### src/rtl/addr_dec_pkg.sv
package addr_dec_pkg;
   localparam int TGT_N  = 9;
   localparam int T_IREG = 0;
   localparam int T_EGR  = 1;
   localparam int T_LREG = 2;
   localparam int T_CFGW = 3;
   localparam int T_DRAM = 4;
   localparam int T_GFX  = 5;
   localparam int T_PEG  = 6;
   localparam int T_DSL  = 7;
   localparam int T_ABT  = 8;

   localparam int REG_N     = 8;
   localparam int REG_IREG  = 0;
   localparam int REG_EGR   = 1;
   localparam int REG_LREG  = 2;
   localparam int REG_CFGW  = 3;
   localparam int REG_LIMIT = 4;
   localparam int REG_GFX   = 5;
   localparam int REG_ROUTE = 6;
   localparam int REG_SEG   = 7;

   localparam int WIN_N  = 4;
   localparam int GFX_FW = 7;

   typedef logic [TGT_N-1:0] tgt_vec_t;

   typedef enum logic [1:0] {
      SEG_OFF = 2'd0,
      SEG_RW  = 2'd1,
      SEG_WO  = 2'd2,
      SEG_RO  = 2'd3
   } seg_attr_e;

   typedef enum logic [1:0] {
      LG_PEG  = 2'd0,
      LG_DSL  = 2'd1,
      LG_GFX  = 2'd2,
      LG_RSVD = 2'd3
   } leg_route_e;
endpackage

### src/rtl/addr_dec_cfg.sv
module addr_dec_cfg
   import addr_dec_pkg::*;
#(
   parameter int ADDR_W     = 32,
   parameter int IDX_W      = 4,
   parameter int SEG_N      = 16,
   parameter int GFX_MAX_MB = 64,
   parameter int MB_W       = ADDR_W - 20
)(
   input  logic                          clk,
   input  logic                          rst_n,
   input  logic                          we,
   input  logic [IDX_W-1:0]              idx,
   input  logic [ADDR_W-1:0]             wdata,
   output logic [WIN_N-1:0][ADDR_W-1:0]  win_words,
   output logic [MB_W-1:0]               limit_mb,
   output logic [GFX_FW-1:0]             gfx_mb,
   output logic [1:0]                    route,
   output logic [2*SEG_N-1:0]            seg_attr
);
   localparam int SEG_BITS = 2 * SEG_N;

   if (2 * SEG_N > ADDR_W) begin : g_bad_seg
      $error("segment attributes do not fit one configuration word");
   end
   if ((1 << IDX_W) < REG_N) begin : g_bad_idx
      $error("index too narrow for configuration words");
   end
   if (GFX_MAX_MB >= (1 << GFX_FW)) begin : g_bad_gfx
      $error("carve-out clamp exceeds field range");
   end

   logic [REG_N-1:0][ADDR_W-1:0] regq;

   for (genvar g = 0; g < REG_N; g++) begin : g_reg
      logic [ADDR_W-1:0] q;
      always_ff @(posedge clk or negedge rst_n) begin
         if (!rst_n) begin
            q <= '0;
         end else if (we && (idx == IDX_W'(g))) begin
            q <= wdata;
         end
      end
      assign regq[g] = q;
   end

   for (genvar w = 0; w < WIN_N; w++) begin : g_win
      assign win_words[w] = regq[w];
   end

   logic [GFX_FW-1:0] gfx_raw;
   assign gfx_raw  = regq[REG_GFX][GFX_FW-1:0];
   assign gfx_mb   = (gfx_raw > GFX_FW'(GFX_MAX_MB)) ? GFX_FW'(GFX_MAX_MB) : gfx_raw;
   assign limit_mb = regq[REG_LIMIT][ADDR_W-1:20];
   assign route    = regq[REG_ROUTE][1:0];
   assign seg_attr = regq[REG_SEG][SEG_BITS-1:0];

   logic cfg_unused;
   if (SEG_BITS < ADDR_W) begin : g_seg_sink
      assign cfg_unused = ^{regq[REG_LIMIT][19:0], regq[REG_GFX][ADDR_W-1:GFX_FW],
                            regq[REG_ROUTE][ADDR_W-1:2], regq[REG_SEG][ADDR_W-1:SEG_BITS]};
   end else begin : g_seg_full
      assign cfg_unused = ^{regq[REG_LIMIT][19:0], regq[REG_GFX][ADDR_W-1:GFX_FW],
                            regq[REG_ROUTE][ADDR_W-1:2]};
   end
endmodule

### src/rtl/addr_dec_win.sv
module addr_dec_win #(
   parameter int ADDR_W    = 32,
   parameter int MIN_SHIFT = 12,
   parameter bit SEL_SIZES = 1'b0
)(
   input  logic [ADDR_W-1:0] addr,
   input  logic [ADDR_W-1:0] word,
   output logic              hit
);
   if (MIN_SHIFT < 3 || MIN_SHIFT + 2 >= ADDR_W) begin : g_bad_shift
      $error("window size out of range for this address width");
   end

   logic [ADDR_W-1:0] mask;

   if (SEL_SIZES) begin : g_sel
      always_comb begin
         unique case (word[2:1])
            2'd0:    mask = {ADDR_W{1'b1}} << MIN_SHIFT;
            2'd1:    mask = {ADDR_W{1'b1}} << (MIN_SHIFT + 1);
            default: mask = {ADDR_W{1'b1}} << (MIN_SHIFT + 2);
         endcase
      end
   end else begin : g_fixed
      assign mask = {ADDR_W{1'b1}} << MIN_SHIFT;
   end

   assign hit = word[0] & ((addr & mask) == (word & mask));
endmodule

### src/rtl/addr_dec_legacy.sv
module addr_dec_legacy
   import addr_dec_pkg::*;
#(
   parameter int ADDR_W    = 32,
   parameter int SEG_N     = 16,
   parameter int SEG_SHIFT = 14
)(
   input  logic [ADDR_W-1:0]   addr,
   input  logic                write,
   input  logic [2*SEG_N-1:0]  seg_attr,
   input  logic [1:0]          route,
   output logic                in_low,
   output tgt_vec_t            tgt,
   output logic                ok
);
   localparam int SEG_IW = (SEG_N > 1) ? $clog2(SEG_N) : 1;
   localparam logic [ADDR_W-1:0] LOW_TOP  = ADDR_W'(32'h0010_0000);
   localparam logic [ADDR_W-1:0] VGA_LO   = ADDR_W'(32'h000A_0000);
   localparam logic [ADDR_W-1:0] VGA_HI   = ADDR_W'(32'h000C_0000);
   localparam logic [ADDR_W-1:0] SEG_BASE = LOW_TOP - ADDR_W'(SEG_N << SEG_SHIFT);

   if (SEG_N < 2 || (SEG_N << SEG_SHIFT) > 32'h0004_0000) begin : g_bad_seg
      $error("segments must lie between the graphics range and 1 MB");
   end

   logic [ADDR_W-1:0] off;
   logic [SEG_IW-1:0] sidx;
   seg_attr_e         attr;

   assign in_low = addr < LOW_TOP;
   assign off    = addr - SEG_BASE;
   assign sidx   = off[SEG_SHIFT +: SEG_IW];
   assign attr   = seg_attr_e'(seg_attr[{sidx, 1'b0} +: 2]);

   always_comb begin
      tgt = '0;
      ok  = 1'b1;
      if (addr >= VGA_LO && addr < VGA_HI) begin
         unique case (leg_route_e'(route))
            LG_PEG:  tgt[T_PEG] = 1'b1;
            LG_GFX:  tgt[T_GFX] = 1'b1;
            default: tgt[T_DSL] = 1'b1;
         endcase
      end else if (addr >= SEG_BASE) begin
         unique case (attr)
            SEG_OFF: tgt[T_DSL] = 1'b1;
            SEG_RW:  tgt[T_DRAM] = 1'b1;
            SEG_WO: begin
               tgt[T_DRAM] = write;
               tgt[T_ABT]  = !write;
               ok          = write;
            end
            default: begin
               tgt[T_DRAM] = !write;
               tgt[T_ABT]  = write;
               ok          = !write;
            end
         endcase
      end else begin
         tgt[T_DRAM] = 1'b1;
      end
   end

   logic lg_unused;
   assign lg_unused = ^{off[ADDR_W-1:SEG_SHIFT+SEG_IW], off[SEG_SHIFT-1:0]};
endmodule

### src/rtl/sys_addr_decoder.sv
module sys_addr_decoder
   import addr_dec_pkg::*;
#(
   parameter int ADDR_W     = 32,
   parameter int IDX_W      = 4,
   parameter int SEG_N      = 16,
   parameter int SEG_SHIFT  = 14,
   parameter int GFX_MAX_MB = 64
)(
   input  logic               clk,
   input  logic               rst_n,
   input  logic               cfg_we,
   input  logic [IDX_W-1:0]   cfg_idx,
   input  logic [ADDR_W-1:0]  cfg_wdata,
   input  logic               req_valid,
   input  logic [ADDR_W-1:0]  req_addr,
   input  logic [1:0]         req_hi,
   input  logic               req_write,
   output logic [TGT_N-1:0]   tgt_sel,
   output logic               perm_ok,
   output logic               unsupported
);
   localparam int MB_W = ADDR_W - 20;

   if (ADDR_W != 32) begin : g_bad_aw
      $error("decoder covers a 4 GB space only");
   end
   if (MB_W < GFX_FW) begin : g_bad_mb
      $error("limit field narrower than carve-out field");
   end

   function automatic int win_shift(int w);
      case (w)
         REG_IREG: return 14;
         REG_EGR:  return 12;
         REG_LREG: return 12;
         default:  return 26;
      endcase
   endfunction

   logic [WIN_N-1:0][ADDR_W-1:0] win_words;
   logic [MB_W-1:0]              limit_mb;
   logic [GFX_FW-1:0]            gfx_mb;
   logic [1:0]                   route;
   logic [2*SEG_N-1:0]           seg_attr;

   addr_dec_cfg #(
      .ADDR_W(ADDR_W), .IDX_W(IDX_W), .SEG_N(SEG_N),
      .GFX_MAX_MB(GFX_MAX_MB), .MB_W(MB_W)
   ) u_cfg (
      .clk(clk), .rst_n(rst_n), .we(cfg_we), .idx(cfg_idx), .wdata(cfg_wdata),
      .win_words(win_words), .limit_mb(limit_mb), .gfx_mb(gfx_mb),
      .route(route), .seg_attr(seg_attr)
   );

   logic [WIN_N-1:0] win_hit;

   for (genvar w = 0; w < WIN_N; w++) begin : g_win
      addr_dec_win #(
         .ADDR_W(ADDR_W), .MIN_SHIFT(win_shift(w)), .SEL_SIZES(w == REG_CFGW)
      ) u_win (
         .addr(req_addr), .word(win_words[w]), .hit(win_hit[w])
      );
   end

   logic     leg_low;
   tgt_vec_t leg_tgt;
   logic     leg_ok;

   addr_dec_legacy #(
      .ADDR_W(ADDR_W), .SEG_N(SEG_N), .SEG_SHIFT(SEG_SHIFT)
   ) u_leg (
      .addr(req_addr), .write(req_write), .seg_attr(seg_attr), .route(route),
      .in_low(leg_low), .tgt(leg_tgt), .ok(leg_ok)
   );

   logic [MB_W-1:0] gfx_ext;
   logic [MB_W-1:0] carve_mb;
   logic [MB_W-1:0] addr_mb;

   assign gfx_ext  = MB_W'(gfx_mb);
   assign carve_mb = (limit_mb > gfx_ext) ? (limit_mb - gfx_ext) : '0;
   assign addr_mb  = req_addr[ADDR_W-1:20];

   always_comb begin
      logic taken;
      taken       = 1'b0;
      tgt_sel     = '0;
      perm_ok     = 1'b0;
      unsupported = 1'b0;
      if (req_valid) begin
         if (req_hi != 2'b00) begin
            tgt_sel[T_ABT] = 1'b1;
            unsupported    = 1'b1;
         end else if (|win_hit) begin
            for (int w = 0; w < WIN_N; w++) begin
               if (win_hit[w] && !taken) begin
                  tgt_sel[T_IREG + w] = 1'b1;
                  taken = 1'b1;
               end
            end
            perm_ok = 1'b1;
         end else if (leg_low) begin
            tgt_sel = leg_tgt;
            perm_ok = leg_ok;
         end else if (addr_mb >= limit_mb) begin
            tgt_sel[T_DSL] = 1'b1;
            perm_ok        = 1'b1;
         end else if (addr_mb >= carve_mb) begin
            tgt_sel[T_GFX] = 1'b1;
            perm_ok        = 1'b1;
         end else begin
            tgt_sel[T_DRAM] = 1'b1;
            perm_ok         = 1'b1;
         end
      end
   end
endmodule

### config.mk
export PLATFORM = sky130hd
export DESIGN_NAME = sys_addr_decoder
export DESIGN_NICKNAME = d
export VERILOG_FILES = /design/src/rtl/addr_dec_pkg.sv /design/src/rtl/addr_dec_cfg.sv /design/src/rtl/addr_dec_win.sv /design/src/rtl/addr_dec_legacy.sv /design/src/rtl/sys_addr_decoder.sv
export SDC_FILE = /design/constraint.sdc
export NUM_CORES = 1
export LEC_CHECK = 0
export BUFFER_PORTS_ARGS = -buffer_cell sky130_fd_sc_hd__buf_2
export CORE_AREA = 5 5 130 132
export CTS_BUF_LIST = sky130_fd_sc_hd__clkbuf_16
export DETAILED_ROUTE_END_ITERATION = 16
export DIE_AREA = 0 0 135 137
export GPL_ROUTABILITY_DRIVEN = 1
export PLACE_DENSITY = 0.61
export SLEW_MARGIN = 20
export SYNTH_ARGS = -nofsm -noshare
export SYNTH_HDL_FRONTEND = slang
export SYNTH_SLANG_ARGS = --single-unit
### constraint.sdc
create_clock -name clk -period 4.15 [get_ports clk]
set_input_delay 0 -clock clk [delete_from_list [all_inputs] [get_ports clk]]
set_output_delay 0 -clock clk [all_outputs]
set_load 0.1 [all_outputs]
Yosys cells after proc, flatten, opt, wreduce, memory -nomap -nowiden
Index checks and enable logic that the tools add are counted.

operators by class
  add/sub/neg operators = 2
  magnitude comparators = 8
  equality and inequality tests = 15
  shifts and indexed selects = 1
  multiplexer cells = 52
  bitwise operators = 6
  reductions and logical operators = 24

operator list
  operator                                                                               count
  32-bit bitwise AND                                                                     2
  32-bit by 20-bit greater-or-equal comparator with 1-bit output, second input constant  2
  28-bit case mux with 2 select lines                                                    1
  20-bit == test                                                                         2
  1-bit 2-to-1 mux                                                                       38
  32-bit == test                                                                         1
  32-bit by 20-bit less-than comparator with 1-bit output, second input constant         1
  32-bit by 21-bit less-than comparator with 1-bit output, second input constant         1
  32-bit by 6-bit variable part select with 2-bit output                                 1
  12-bit greater-or-equal comparator                                                     2
  18-bit == test                                                                         1
  18-bit by 1-bit subtractor with 18-bit output, second input constant                   1
  4-bit by 3-bit == test with 1-bit output, second input constant                        4
  12-bit by 7-bit greater-than comparator with 1-bit output                              1
  1-bit logical AND                                                                      12
  12-bit 2-to-1 mux                                                                      1
  12-bit by 7-bit subtractor with 12-bit output                                          1
  9-bit 2-to-1 mux                                                                       1
  4-bit by 2-bit == test with 1-bit output, second input constant                        2
  2-bit 2-to-1 mux                                                                       4
  8-bit 2-to-1 mux                                                                       1
  7-bit greater-than comparator, second input constant                                   1
  7-bit 2-to-1 mux                                                                       1
  2-bit logical NOT                                                                      3
  13 further kinds                                                                       23

word-level totals
  bits in registers = 201
  input port bits = 75
  output and inout port bits = 11
  logic and storage cells = 116

Depth between registers and ports, before layout
Gate-level depths: netlist (run 1).

  depth after elaboration = 27
  mapped depth = 18
  depth with buffers taken out = 18

By module
From an unflattened synthesis (run 1), not the netlist that was laid out.

unflattened totals
  cell total of the unflattened synthesis = 703
  area, all modules = 9195.1 um^2

modules (own cells, without submodules)
  module                             instances  cells each  area an instance (um^2)  sequential area each (um^2)
  addr_dec_cfg                       1          399         6795.3                   4529.3
  sys_addr_decoder                   1          170         1224.9                   0.0
  addr_dec_win (g_win[1].u_win ...)  2          27          224.0                    0.0
  addr_dec_legacy                    1          45          441.7                    0.0
  addr_dec_win (g_win[0].u_win)      1          24          202.7                    0.0
  addr_dec_win (g_win[3].u_win)      1          11          82.6                     0.0

Worst setup path before layout (run 1)
No wires, ideal clock.

  kind = register to output
  start = register u_cfg.g_reg[5].q[0]
  end = output port tgt_sel[5]
  arrival time = 4.528 ns
  data required time = 4.150 ns
  setup slack = -0.378 ns
  cell stages (with the launch flop) = 18
  buffers on the path = 0
  cells stage by stage = dfrtp_1 nor2b_1 ha_1 fa_1 nor2b_1 o21ai_1 a21oi_1 o21a_1 o21ai_1 or3b_1 ha_1 o21a_1 o21ai_1 a21oi_1 o2111ai_1 a21o_1 a21o_1 a21oi_1

between the ends
  word-level cells in the longest chain between the ends = 11
  elaborated cells on any way between the ends = 12
  those cells by class = add/sub: 1; order compare: 3; mux: 8

ends and longest elaborated chain
  element                                                                                                                            line                     text
  start: declaration                                                                                                                 addr_dec_cfg.sv:36       logic [ADDR_W-1:0] q;
  start signal: assignment                                                                                                           addr_dec_cfg.sv:41       q <= wdata;
  7-bit greater-than comparator                                                                                                      addr_dec_cfg.sv:53       assign gfx_mb = (gfx_raw > GFX_FW'(GFX_MAX_MB)) ? GFX_FW'(GFX_MAX_MB) : gfx_raw;
  7-bit 2-to-1 mux *                                                                                                                 addr_dec_cfg.sv:53
  12-bit by 7-bit subtractor with 12-bit output / 12-bit by 7-bit greater-than comparator with 1-bit output (equally long branches)  sys_addr_decoder.sv:82   assign carve_mb = (limit_mb > gfx_ext) ? (limit_mb - gfx_ext) : '0;
  12-bit 2-to-1 mux *                                                                                                                sys_addr_decoder.sv:82
  12-bit greater-or-equal comparator *                                                                                               sys_addr_decoder.sv:109  end else if (addr_mb >= carve_mb) begin
  1-bit 2-to-1 mux *                                                                                                                 sys_addr_decoder.sv:109
  2-bit 2-to-1 mux *                                                                                                                 sys_addr_decoder.sv:106  end else if (addr_mb >= limit_mb) begin
  2-bit 2-to-1 mux *                                                                                                                 sys_addr_decoder.sv:103  end else if (leg_low) begin
  5-bit 2-to-1 mux *                                                                                                                 sys_addr_decoder.sv:95   end else if (|win_hit) begin
  8-bit 2-to-1 mux *                                                                                                                 sys_addr_decoder.sv:92   if (req_hi != 2'b00) begin
  9-bit 2-to-1 mux *                                                                                                                 sys_addr_decoder.sv:91   if (req_valid) begin
  end: declaration                                                                                                                   sys_addr_decoder.sv:19   output logic [TGT_N-1:0] tgt_sel,

Every way passes the cells marked *; elsewhere a longest branch is shown, timed or not.

Worst setup path after layout (run 1)
  start = register u_cfg.g_reg[5].q[6]
  end = output port tgt_sel[4]

Same word-level chain as after synthesis.

==> summary.md, run 1 <==
| Metric | Value |
|---|---|
| Final Wtd Congestion | `0.885` |
| Root Driver | `clkbuf_16` |
| Final setup viols | `0` |
| Clk slew on worst S/H paths | `50 ps` |
| Hold Path Class | `primary input to flop` |
| Setup Skew | `0 ps` |
| # rows | `46` |
| Switching power | `1.35 mW` |
| Largest net degree at the start of global routing | `59` |
| Synthesis Warnings | `0` |
| Type of origin of the critical path | `flop` |
| First drt pass iteration count | `5` |
| Clock Path Buffers | `2` |
| P_leak | `3.74 nW` |
| Global-route wire length before repair | `29300 um` |
| Worst-Margin Slew | `1060 ps` |
| Post-DP HPWL | `13900 um` |
| CP required | `4150 ps` |
| Sw Share | `0.321` |
| Vias in the first global route | `5334` |
| Starting DRC count in detailed routing | `286` |
| Filler Cells Inserted | `1305` |
| Die Ht | `137 um` |
| Flops & latches, synth | `123` |
| Critical path endpoint category | `primary output` |
| Layout cell share with drive strength beyond 1 | `0.197` |
| Placed inst area | `7480 um^2` |
| I/O Buffers | `73` |
| Post-route ant nets | `0` |
| DR DRC count | `0` |
| Comb power frac | `0.298` |
| Vias | `5035` |
| Mapped Area | `6890 um^2` |
| CTS Sinks | `123` |
| Outcome | `finished clean` |
| Final Cycle Share | `0.953` |
| Mean Syn Cell Area | `12.0 um^2` |
| Most common cell after layout, fill and taps aside | `dfrtp_1` |
| Area of the multi-input gates | `3670 um^2` |
| Dpl ws | `235 ps` |
| Num CTS Buffers | `17` |
| H-tree depth | `4` |
| Post-synth net total | `681` |
| Starting density of the core | `0.442` |
| I/O pin total | `86` |
| Synth Instances | `574` |
| Arrival @ worst endpoint | `3950 ps` |
| CP max FO | `7` |
| Ys async rst share | `1.00` |
| Initial antenna violation count | `0` |
| Final hold vios | `0` |
| Most frequent cells in the layout | `123 x dfrtp_1, 118 x mux2_1, 70 x buf_2` |
| Max_slew headroom | `0.293` |
| Internal | `2.85 mW` |
| Post-synthesis sequential area ratio | `0.446` |
| Fin crit period | `3950 ps` |
| Power Total | `4.20 mW` |
| GRT Total Usage | `0.211` |
| Final nets | `792` |
| Drt wl/cell | `20.4 um` |
| Ant. Diodes | `0` |
| Final worst slack | `197 ps` |
| WL final | `18600 um` |
| Max_cap viols | `0` |
| Slew Limit Fails | `0` |
| Core region area | `15600 um^2` |
| P per Cell Area | `500 nW/um^2` |
| Synth cell types | `55` |
| Die Wd | `135 um` |
| CTS tree | `yes` |
| Via-per-instance ratio | `5.51` |
| Setup CP Type | `flop to primary output` |
| Sequential share of power | `0.399` |
| Register area | `3080 um^2` |
| Worst VDD drop | `0.385 mV` |
| Post-route cell area | `8400 um^2` |
| Area grow syn2layout | `21.8%` |
| EDFF count, synth | `0` |
| Fmax | `0.253 GHz` |
| GRT overflow | `0` |
| Main synth FF type | `dfrtp_1` |
| Worst-Skew Late Latency | `410 ps` |
| Part of the power in the clock network | `0.303` |
| Die area | `18500 um^2` |
[flip-flops by register name (all words and copies together), names as in the netlist]
register / cells
u_cfg.seg_attr: 32
u_cfg.g.q: 91
[synthesized netlist by cell type, drive strengths merged, types with 3 or more instances]
| cell | count | area, um^2 |
|---|---|---|
| a21o | 5 | 37.5 |
| a21oi | 12 | 63.8 |
| buf | 8 | 42.5 |
| clkbuf | 14 | 53.8 |
| dfrtp | 123 | 3080 |
| ha | 31 | 388 |
| inv | 22 | 82.6 |
| mux2 | 124 | 1400 |
| mux2i | 6 | 60.1 |
| mux4 | 8 | 191 |
| nand2 | 18 | 67.6 |
| nand2b | 4 | 25.0 |
| nand3 | 8 | 40.0 |
| nand3b | 6 | 45.0 |
| nand4 | 19 | 125 |
| nor2 | 24 | 92.6 |
| nor2b | 7 | 43.8 |
| nor3 | 9 | 45.0 |
| nor3b | 5 | 42.5 |
| nor4 | 11 | 68.8 |
| o211ai | 3 | 22.5 |
| o21a | 5 | 37.5 |
| o21ai | 12 | 63.8 |
| xnor2 | 46 | 403 |
| xor2 | 24 | 210 |
[what timing repair did]
item,4_1_cts,5_1_grt
resized for setup,10,6
pin swaps,0,8
endpoints found under the setup margin,2,2
setup buffers,0,3
endpoints found under the hold margin,178,0
hold buffers,33,0
[per-stage QoR]
step | utilization | setup TNS [ps] | hold slack, ps | cells
2_1_floorplan | - | 0 | -296 | 574
3_3_place_gp | 0.480 | 0 | 113 | 846
3_5_place_dp | 0.480 | 0 | 123 | 846
4_1_cts | 0.536 | 0 | 8.97 | 910
5_1_grt | 0.538 | -24.3 | 88.0 | 913
6_report | 0.538 | 0 | 33.8 | 913
[power groups by stage]
stage / Combinational (mW) / Sequential [mW] / Clock, mW
3_3_place_gp: 1.15 / 1.68 / 0
4_1_cts: 1.24 / 1.67 / 1.30
2_1_floorplan: 0.897 / 1.63 / 0
5_1_grt: 1.41 / 1.71 / 1.36
6_report: 1.25 / 1.68 / 1.27
3_5_place_dp: 1.20 / 1.69 / 0
[worst paths after layout]
kind                                                   from                                to  slack, ps  depth (start not counted)
max reg2reg                u_cfg.g_reg[4].q[27]$_DFFE_PN0P_  u_cfg.g_reg[4].q[27]$_DFFE_PN0P_       3260                          1
min reg2reg                   u_cfg.seg_attr[9]$_DFFE_PN0P_     u_cfg.seg_attr[9]$_DFFE_PN0P_        480                          1
max                         u_cfg.g_reg[5].q[6]$_DFFE_PN0P_                        tgt_sel[4]        200                         16
min                                              cfg_idx[1]   u_cfg.g_reg[5].q[6]$_DFFE_PN0P_         30                          3
max in group asynchronous                             rst_n  u_cfg.g_reg[0].q[30]$_DFFE_PN0P_       3000                          3
min in group asynchronous                             rst_n    u_cfg.seg_attr[18]$_DFFE_PN0P_        200                          2
[logic make-up (layout without fill, tap and decap cells)]
group	Yosys count	in the layout	synth area share
AO/OA/AOI/OAI	47	47	0.0446
XOR/XNOR	70	70	0.0889
adder cells (fa/ha/maj)	32	32	0.0592
buffers and inverters	45	168	0.0265
flip-flops	123	123	0.446
multiplexers	138	138	0.240
AND/OR/NAND/NOR	119	119	0.0947
[final cells by class]
class | instances | area share
clock buffers | 17 | 0.0507
clock inverters | 14 | 0.0101
inverters | 23 | 0.0103
multi-input cells | 406 | 0.437
flip-flops and latches | 123 | 0.367
well taps | 216 | 0.0322
repair buffers | 114 | 0.0933
[worst max-delay path, cell delays in order, from the launching register on]
cell and delay, ps:
dfrtp_1 390, inv_2 110, nand2_1 80, ha_1 340, nor2b_1 150, o21ai_1 190
a21oi_2 90, o21a_2 250, or3_1 300, nand3_1 90, ha_1 250, a21o_1 170
a2111oi_1 430, a21o_1 220, nand3b_1 100, a21oi_2 170, buf_8 210
[layer usage]
layer / track usage / up-vias / part of all wire
met5: 0 / - / 0
met4: 0.0739 / 0 / 0.020
met3: 0.0404 / 25 / 0.054
met2: 0.350 / 141 / 0.50
met1: 0.280 / 2579 / 0.42
li1: - / 2290 / -
No activity file was read; power rests on OpenSTA's default activity.
==> run 2, diff against run 1 <==
==> constraint.sdc (replaced) <==
create_clock -name clk -period 4.15 [get_ports clk]
set_input_delay 0.415 -clock clk [delete_from_list [all_inputs] [get_ports clk]]
set_output_delay 0.415 -clock clk [all_outputs]
set_load 0.1 [all_outputs]
==> run 2 against run 1 <==
  * The run now ends with negative setup slack left
  * Maximum frequency is 7.9% lower
  * Worst setup slack got worse by 340 ps
  * Die area unchanged
  * Register-to-register slack worse by 40 ps
  * Sequential share of layout area increased by 0.89 points
==> summary.md, run 2 (synthesis gave the netlist of run 1 again) <==
| Metric | Value |
|---|---|
| Top reg by flops | `u_cfg.g.q` |
| Sum Neg Setup Slack | `-270 ps` |
| Sequential share of power | `0.387` |
| P per Cell Area | `528 nW/um^2` |
| Final worst slack | `-142 ps` |
| Vias | `4822` |
| Final nets | `763` |
| CTS Sinks | `123` |
| Worst-Margin Slew | `1050 ps` |
| Final Wtd Congestion | `0.856` |
| Global-route wire length before repair | `28400 um` |
| Layout cell share with drive strength beyond 1 | `0.220` |
| Critical path endpoint category | `primary output` |
| Most frequent cells in the layout | `123 x dfrtp_1, 118 x mux2_1, 70 x buf_2` |
| Slew Limit Fails | `0` |
| Final setup viols | `2` |
| WL final | `18300 um` |
| Worst VDD drop | `0.320 mV` |
| Num CTS Buffers | `17` |
| H-tree depth | `4` |
| Area grow syn2layout | `18.9%` |
| Switching power | `1.39 mW` |
| Failing checks | `negative setup slack` |
| Arrival @ worst endpoint | `3880 ps` |
| Initial antenna violation count | `0` |
| Starting density of the core | `0.442` |
| Via-per-instance ratio | `5.45` |
| Max_slew headroom | `0.301` |
| First drt pass iteration count | `4` |
| Crit-path cells | `nor2b_4 -> ha_4 -> fa_2 -> nor2b_1 -> o21ai_2 -> a21oi_2 -> o21a_1 -> o21ai_2 -> or3b_1 -> ha_1 -> o21a_1 -> o21ai_1 -> a21oi_1 -> o2111ai_1 -> a21o_1 -> a21o_1 -> a21oi_4 -> buf_12` |
| Drt wl/cell | `20.7 um` |
| Fmax | `0.233 GHz` |
| Part of the power in the clock network | `0.316` |
| DR DRC count | `0` |
| CP required | `3730 ps` |
| Comb power frac | `0.296` |
| Ant. Diodes | `0` |
| Largest net degree at the start of global routing | `63` |
| Post-DP HPWL | `13900 um` |
| Internal | `2.93 mW` |
| Clk slew on worst S/H paths | `60 ps` |
| Clock Path Buffers | `2` |
| Most common cell after layout, fill and taps aside | `dfrtp_1` |
| Post-route ant nets | `0` |
| CTS tree | `yes` |
| CP max FO | `4` |
| Root Driver | `clkbuf_16` |
| Number of flip-flops in the largest register | `91` |
| RSZ-0062 raised after global routing | `true` |
| GRT overflow | `0` |
| Setup Skew | `0 ps` |
| Type of origin of the critical path | `flop` |
| Max_cap viols | `0` |
| Core region area | `15600 um^2` |
| I/O Buffers | `73` |
| Fin crit period | `4290 ps` |
| I/O pin total | `86` |
| Starting DRC count in detailed routing | `260` |
| Number of buffers and inverters on the critical path | `1` |
| Vias in the first global route | `5032` |
| Crit-path max cell delay | `380 ps` |
| Worst-Skew Late Latency | `410 ps` |
| Setup CP Type | `flop to primary output` |
| # rows | `46` |
| Cell family with most CP delay | `compound AO/OA/AOI/OAI gates` |
| Hold Path Class | `primary input to asynchronous set/reset pin` |
| Die area | `18500 um^2` |
| Die Wd | `135 um` |
| Slowest stage cell, crit path | `dfrtp_1` |
| GRT Total Usage | `0.206` |
| Final hold vios | `0` |
| Power Total | `4.32 mW` |
| P_leak | `3.64 nW` |
| Filler Cells Inserted | `1386` |
| Final Cycle Share | `1.03` |
| Sw Share | `0.322` |
| Die Ht | `137 um` |
| Outcome | `finished, violations left` |
run 2: path summary, 6_finish.rpt:
check / startpoint / end / slack, ps / cells past startpoint
worst min-delay path: rst_n / u_cfg.seg_attr[4]$_DFFE_PN0P_ / 70 / 1
min in group clk: cfg_wdata[10] / u_cfg.seg_attr[10]$_DFFE_PN0P_ / 220 / 2
worst min register to register: u_cfg.seg_attr[7]$_DFFE_PN0P_ / u_cfg.seg_attr[7]$_DFFE_PN0P_ / 480 / 1
worst max-delay path: u_cfg.g_reg[5].q[0]$_DFFE_PN0P_ / tgt_sel[5] / -140 / 18
max in group asynchronous: rst_n / u_cfg.g_reg[2].q[15]$_DFFE_PN0P_ / 3120 / 2
worst max register to register: u_cfg.g_reg[4].q[27]$_DFFE_PN0P_ / u_cfg.g_reg[4].q[27]$_DFFE_PN0P_ / 3220 / 1
run 2: power by group through the flow:
| stage | sequential (mW) | clock, mW | combinational [mW] |
|---|---|---|---|
| 6_report | 1.68 | 1.37 | 1.28 |
| 5_1_grt | 1.71 | 1.45 | 1.43 |
| 4_1_cts | 1.68 | 1.39 | 1.27 |
| 3_5_place_dp | 1.69 | 0 | 1.22 |
| 3_3_place_gp | 1.68 | 0 | 1.17 |
| 2_1_floorplan | 1.63 | 0 | 0.902 |
run 2: per-stage QoR:
stage | area [um^2] | hold WS [ps] | cells | setup WS, ps | util
6_report | 8200 | 73.8 | 885 | -142 | 0.526
5_1_grt | 8200 | 140 | 885 | -390 | 0.526
4_1_cts | 8170 | 104 | 885 | -192 | 0.524
3_5_place_dp | 7550 | 468 | 848 | 65.7 | 0.484
3_3_place_gp | 7550 | 459 | 848 | 87.5 | 0.484
2_1_floorplan | 6920 | 119 | 574 | 75.5 | -
run 2: per-layer routing:
layer / up-vias / wire, um / track usage
li1: 2235 / - / -
met1: 2447 / 8010 / 0.271
met2: 114 / 9040 / 0.341
met3: 26 / 915 / 0.0478
met4: 0 / 356 / 0.0605
met5: - / 0 / 0
run 2: area by class of cell:
class | count | area (um^2) | share of cell area
clock buffer | 17 | 425 | 0.0519
clock inverter | 15 | 125 | 0.0153
timing repair buffer | 85 | 488 | 0.0595
sequential | 123 | 3080 | 0.376
inverter | 23 | 86.3 | 0.0105
tap | 216 | 270 | 0.0330
multi-input combinational | 406 | 3720 | 0.454
run 2: repair_timing:
| action | 4_1_cts | 5_1_grt |
|---|---|---|
| resized for setup | 9 | 5 |
| pin swaps | 4 | 2 |
| buffers inserted | 5 | 0 |
| endpoints found under the setup margin | 2 | 2 |
| hold buffers | 0 | 0 |
==> run 3, diff against run 2 <==
--- a/config.mk
+++ b/config.mk
@@ -5,13 +5,14 @@
 export SDC_FILE = /design/constraint.sdc
 export NUM_CORES = 1
 export LEC_CHECK = 0
+export ABC_AREA = 1
 export BUFFER_PORTS_ARGS = -buffer_cell sky130_fd_sc_hd__buf_2
-export CORE_AREA = 5 5 130 132
+export CORE_AREA = 5 5 133 135
 export CTS_BUF_LIST = sky130_fd_sc_hd__clkbuf_16
 export DETAILED_ROUTE_END_ITERATION = 16
-export DIE_AREA = 0 0 135 137
+export DIE_AREA = 0 0 138 140
 export GPL_ROUTABILITY_DRIVEN = 1
-export PLACE_DENSITY = 0.61
+export PLACE_DENSITY = 0.6
 export SLEW_MARGIN = 20
 export SYNTH_ARGS = -nofsm -noshare
 export SYNTH_HDL_FRONTEND = slang
==> run 3 against run 2 <==
  * The run still ends with negative setup slack left
  * Clock skew did not move
  * Count of clock-buffer cells in the layout did not move
  * Largest power group is now the clock network
  * Sequential share of layout area fell by 3.0 points
==> summary.md, run 3 <==
| Metric | Value |
|---|---|
| Post-synthesis sequential area ratio | `0.427` |
| Mean Syn Cell Area | `7.20 um^2` |
| Sum Neg Setup Slack | `-567 ps` |
| Max_cap viols | `0` |
| Die Ht | `140 um` |
| FF-to-FF Start | `u_cfg.g_reg[5].q[2]$_DFFE_PN0P_` |
| Ant. Diodes | `0` |
| Drt wl/cell | `16.3 um` |
| GRT overflow | `0` |
| Worst reg2reg endpoint | `u_cfg.g_reg[5].q[2]$_DFFE_PN0P_` |
| CTS tree | `yes` |
| Largest area contributor in the netlist | `dfrtp_1` |
| Synth cell types | `40` |
| Hold_buf cts | `0` |
| I/O pin total | `86` |
| Cell family with most CP delay | `simple AND/OR/NAND/NOR gates` |
| P per Cell Area | `559 nW/um^2` |
| Number of flip-flops in the largest register | `91` |
| Most Crowded Layer GR | `met2` |
| Worst VDD drop | `0.263 mV` |
| Flops & latches, synth | `123` |
| Num CTS Buffers | `17` |
| M3 GR Usage | `0.0436` |
| R2R Setup Slk | `3230 ps` |
| Final hold slack | `45.7 ps` |
| I/O Buffers | `73` |
| Routing usage on met1 | `0.320` |
| Failing checks | `negative setup slack` |
| Most frequent cell after synthesis | `nand2_1` |
| Most used cell along the critical path | `nand2_1` |
| Die area | `19300 um^2` |
| Top-area cell type share of the netlist area | `0.427` |
| Post-route ant nets | `0` |
| Fmax | `0.224 GHz` |
| Register area | `3080 um^2` |
| Slew Limit Fails | `0` |
| Global-route wire length before repair | `33900 um` |
| First drt pass iteration count | `5` |
| Post-synth net total | `1108` |
| Starting density of the core | `0.441` |
| CP required | `3730 ps` |
| Setup CP Type | `flop to primary output` |
| Synth Instances | `1001` |
| Starting DRC count in detailed routing | `495` |
| Hold Path Class | `primary input to asynchronous set/reset pin` |
| Most common cell after layout, fill and taps aside | `nand2_1` |
| Type of origin of the critical path | `flop` |
| WL final | `21700 um` |
| Largest net degree at the start of global routing | `81` |
| Die Wd | `138 um` |
| Via-per-instance ratio | `5.03` |
| Most frequent cells in the layout | `316 x nand2_1, 128 x o21ai_0, 123 x dfrtp_1` |
| Layout cell share with drive strength beyond 1 | `0.178` |
| Top reg by flops | `u_cfg.g.q` |
| R2R depth | `4` |
| Max_slew headroom | `0.357` |
| Final Wtd Congestion | `0.876` |
| Setup Skew | `0 ps` |
| CP max FO | `5` |
| RSZ-0062 raised after global routing | `true` |
| # rows | `47` |
| Vias in the first global route | `6286` |
| Synthesis Warnings | `0` |
| Final nets | `1205` |
| Filler Cells Inserted | `1651` |
| H-tree depth | `4` |
| Root Driver | `clkbuf_16` |
| Vias | `6693` |
| Mapped Area | `7210 um^2` |
| Number of buffers and inverters on the critical path | `6` |
| Final setup viols | `2` |
| Setup crit start | `u_cfg.g_reg[5].q[2]$_DFFE_PN0P_` |
| Critical path endpoint category | `primary output` |
| Main synth FF type | `dfrtp_1` |
| Area grow syn2layout | `23.8%` |
| Post-DP HPWL | `15400 um` |
| Area of the multi-input gates | `3730 um^2` |
| Worst-Skew Late Latency | `410 ps` |
| Clk slew on worst S/H paths | `60 ps` |
| Final worst slack | `-305 ps` |
| M2 GR Usage | `0.343` |
| Top post-synthesis cells by count | `323 x nand2_1, 134 x o21ai_0, 124 x inv_1` |
| Ys async rst share | `1.00` |
| Slowest stage cell, crit path | `dfrtp_1` |
| DR DRC count | `0` |
| Initial antenna violation count | `1` |
| Crit-path max cell delay | `390 ps` |
| GRT Total Usage | `0.222` |
| Final hold vios | `0` |
| CTS Sinks | `123` |
| Arrival @ worst endpoint | `4040 ps` |
| Final Cycle Share | `1.07` |
| Power Total | `4.98 mW` |
| Clock Path Buffers | `2` |
| Fin crit period | `4460 ps` |
| Largest cells by area after synthesis | `dfrtp_1 43%, nand2_1 17%, o21ai_0 9.3%` |
| EDFF count, synth | `0` |
| P_leak | `4.59 nW` |
| Outcome | `finished, violations left` |
| Core region area | `16300 um^2` |
| Worst-Margin Slew | `961 ps` |
[run 3: changes by cell type after synthesis, moves of 35 or more]
cell / before / now
nand2_1: 18 / 323
mux2_1: 118 / 0
xnor2_1: 46 / 5
o21ai_0: 2 / 134
nor2_1: 23 / 88
nand3_1: 8 / 43
inv_1: 20 / 124
[run 3: routing by layer]
layer	part of all wire	routed length, um	vias to the layer above
met1	0.48	10300	3135
met3	0.049	1070	23
met2	0.46	10000	151
li1	-	-	3384
met5	0	0	-
met4	0.013	291	0
[run 3: kinds of logic (layout without fill, tap and decap cells)]
group                      after synthesis  in the layout  share of synthesized area
buffers and inverters                  158            268                     0.0905
adders and majority gates               32             32                     0.0566
AOI/OAI and AO/OA                      187            187                      0.134
muxes                                    4              4                    0.00625
xor gates and xnor gates                11             11                     0.0134
DFF                                    123            123                      0.427
and+or+nand+nor                        486            486                      0.272
[run 3: how the worst max path moves through the flow]
stage,cells after the start,to,slack (ps)
finish,27,tgt_sel[4],-310
global route,28,tgt_sel[4],-560
CTS,27,tgt_sel[4],-320
detailed placement,25,tgt_sel[5],-60
global placement,23,tgt_sel[5],-50
floorplan,24,tgt_sel[4],-0.0004
[run 3: power by group]
part	switching [mW]	total [mW]	internal, mW
combinational	0.934	1.65	0.718
clock	0.576	1.70	1.13
sequential	0.180	1.63	1.45
total	1.69	4.98	3.29
[run 3: stage by stage]
| stage | std cells | setup slack, ps | area, um^2 | utilization |
|---|---|---|---|---|
| floorplan | 1001 | -0.000444 | 7220 | - |
| global placement | 1282 | -52.9 | 7870 | 0.481 |
| detailed placement | 1282 | -55.6 | 7870 | 0.481 |
| CTS | 1326 | -317 | 8740 | 0.535 |
| global route | 1331 | -561 | 8920 | 0.546 |
| finish | 1331 | -305 | 8920 | 0.546 |
[run 3: final cells by class]
cell class	instances	share of cell area
clock buffers	17	0.0477
clock inverters	15	0.0276
flip-flops and latches	123	0.345
repair buffers	106	0.0750
well taps	220	0.0309
inverters	130	0.0555
multi-input cells	720	0.418
[run 3: what timing repair did]
action,4_1_cts,5_1_grt
gates resized for setup,29,27
pin swaps,20,25
endpoints found under the setup margin,2,2
setup buffers,12,5
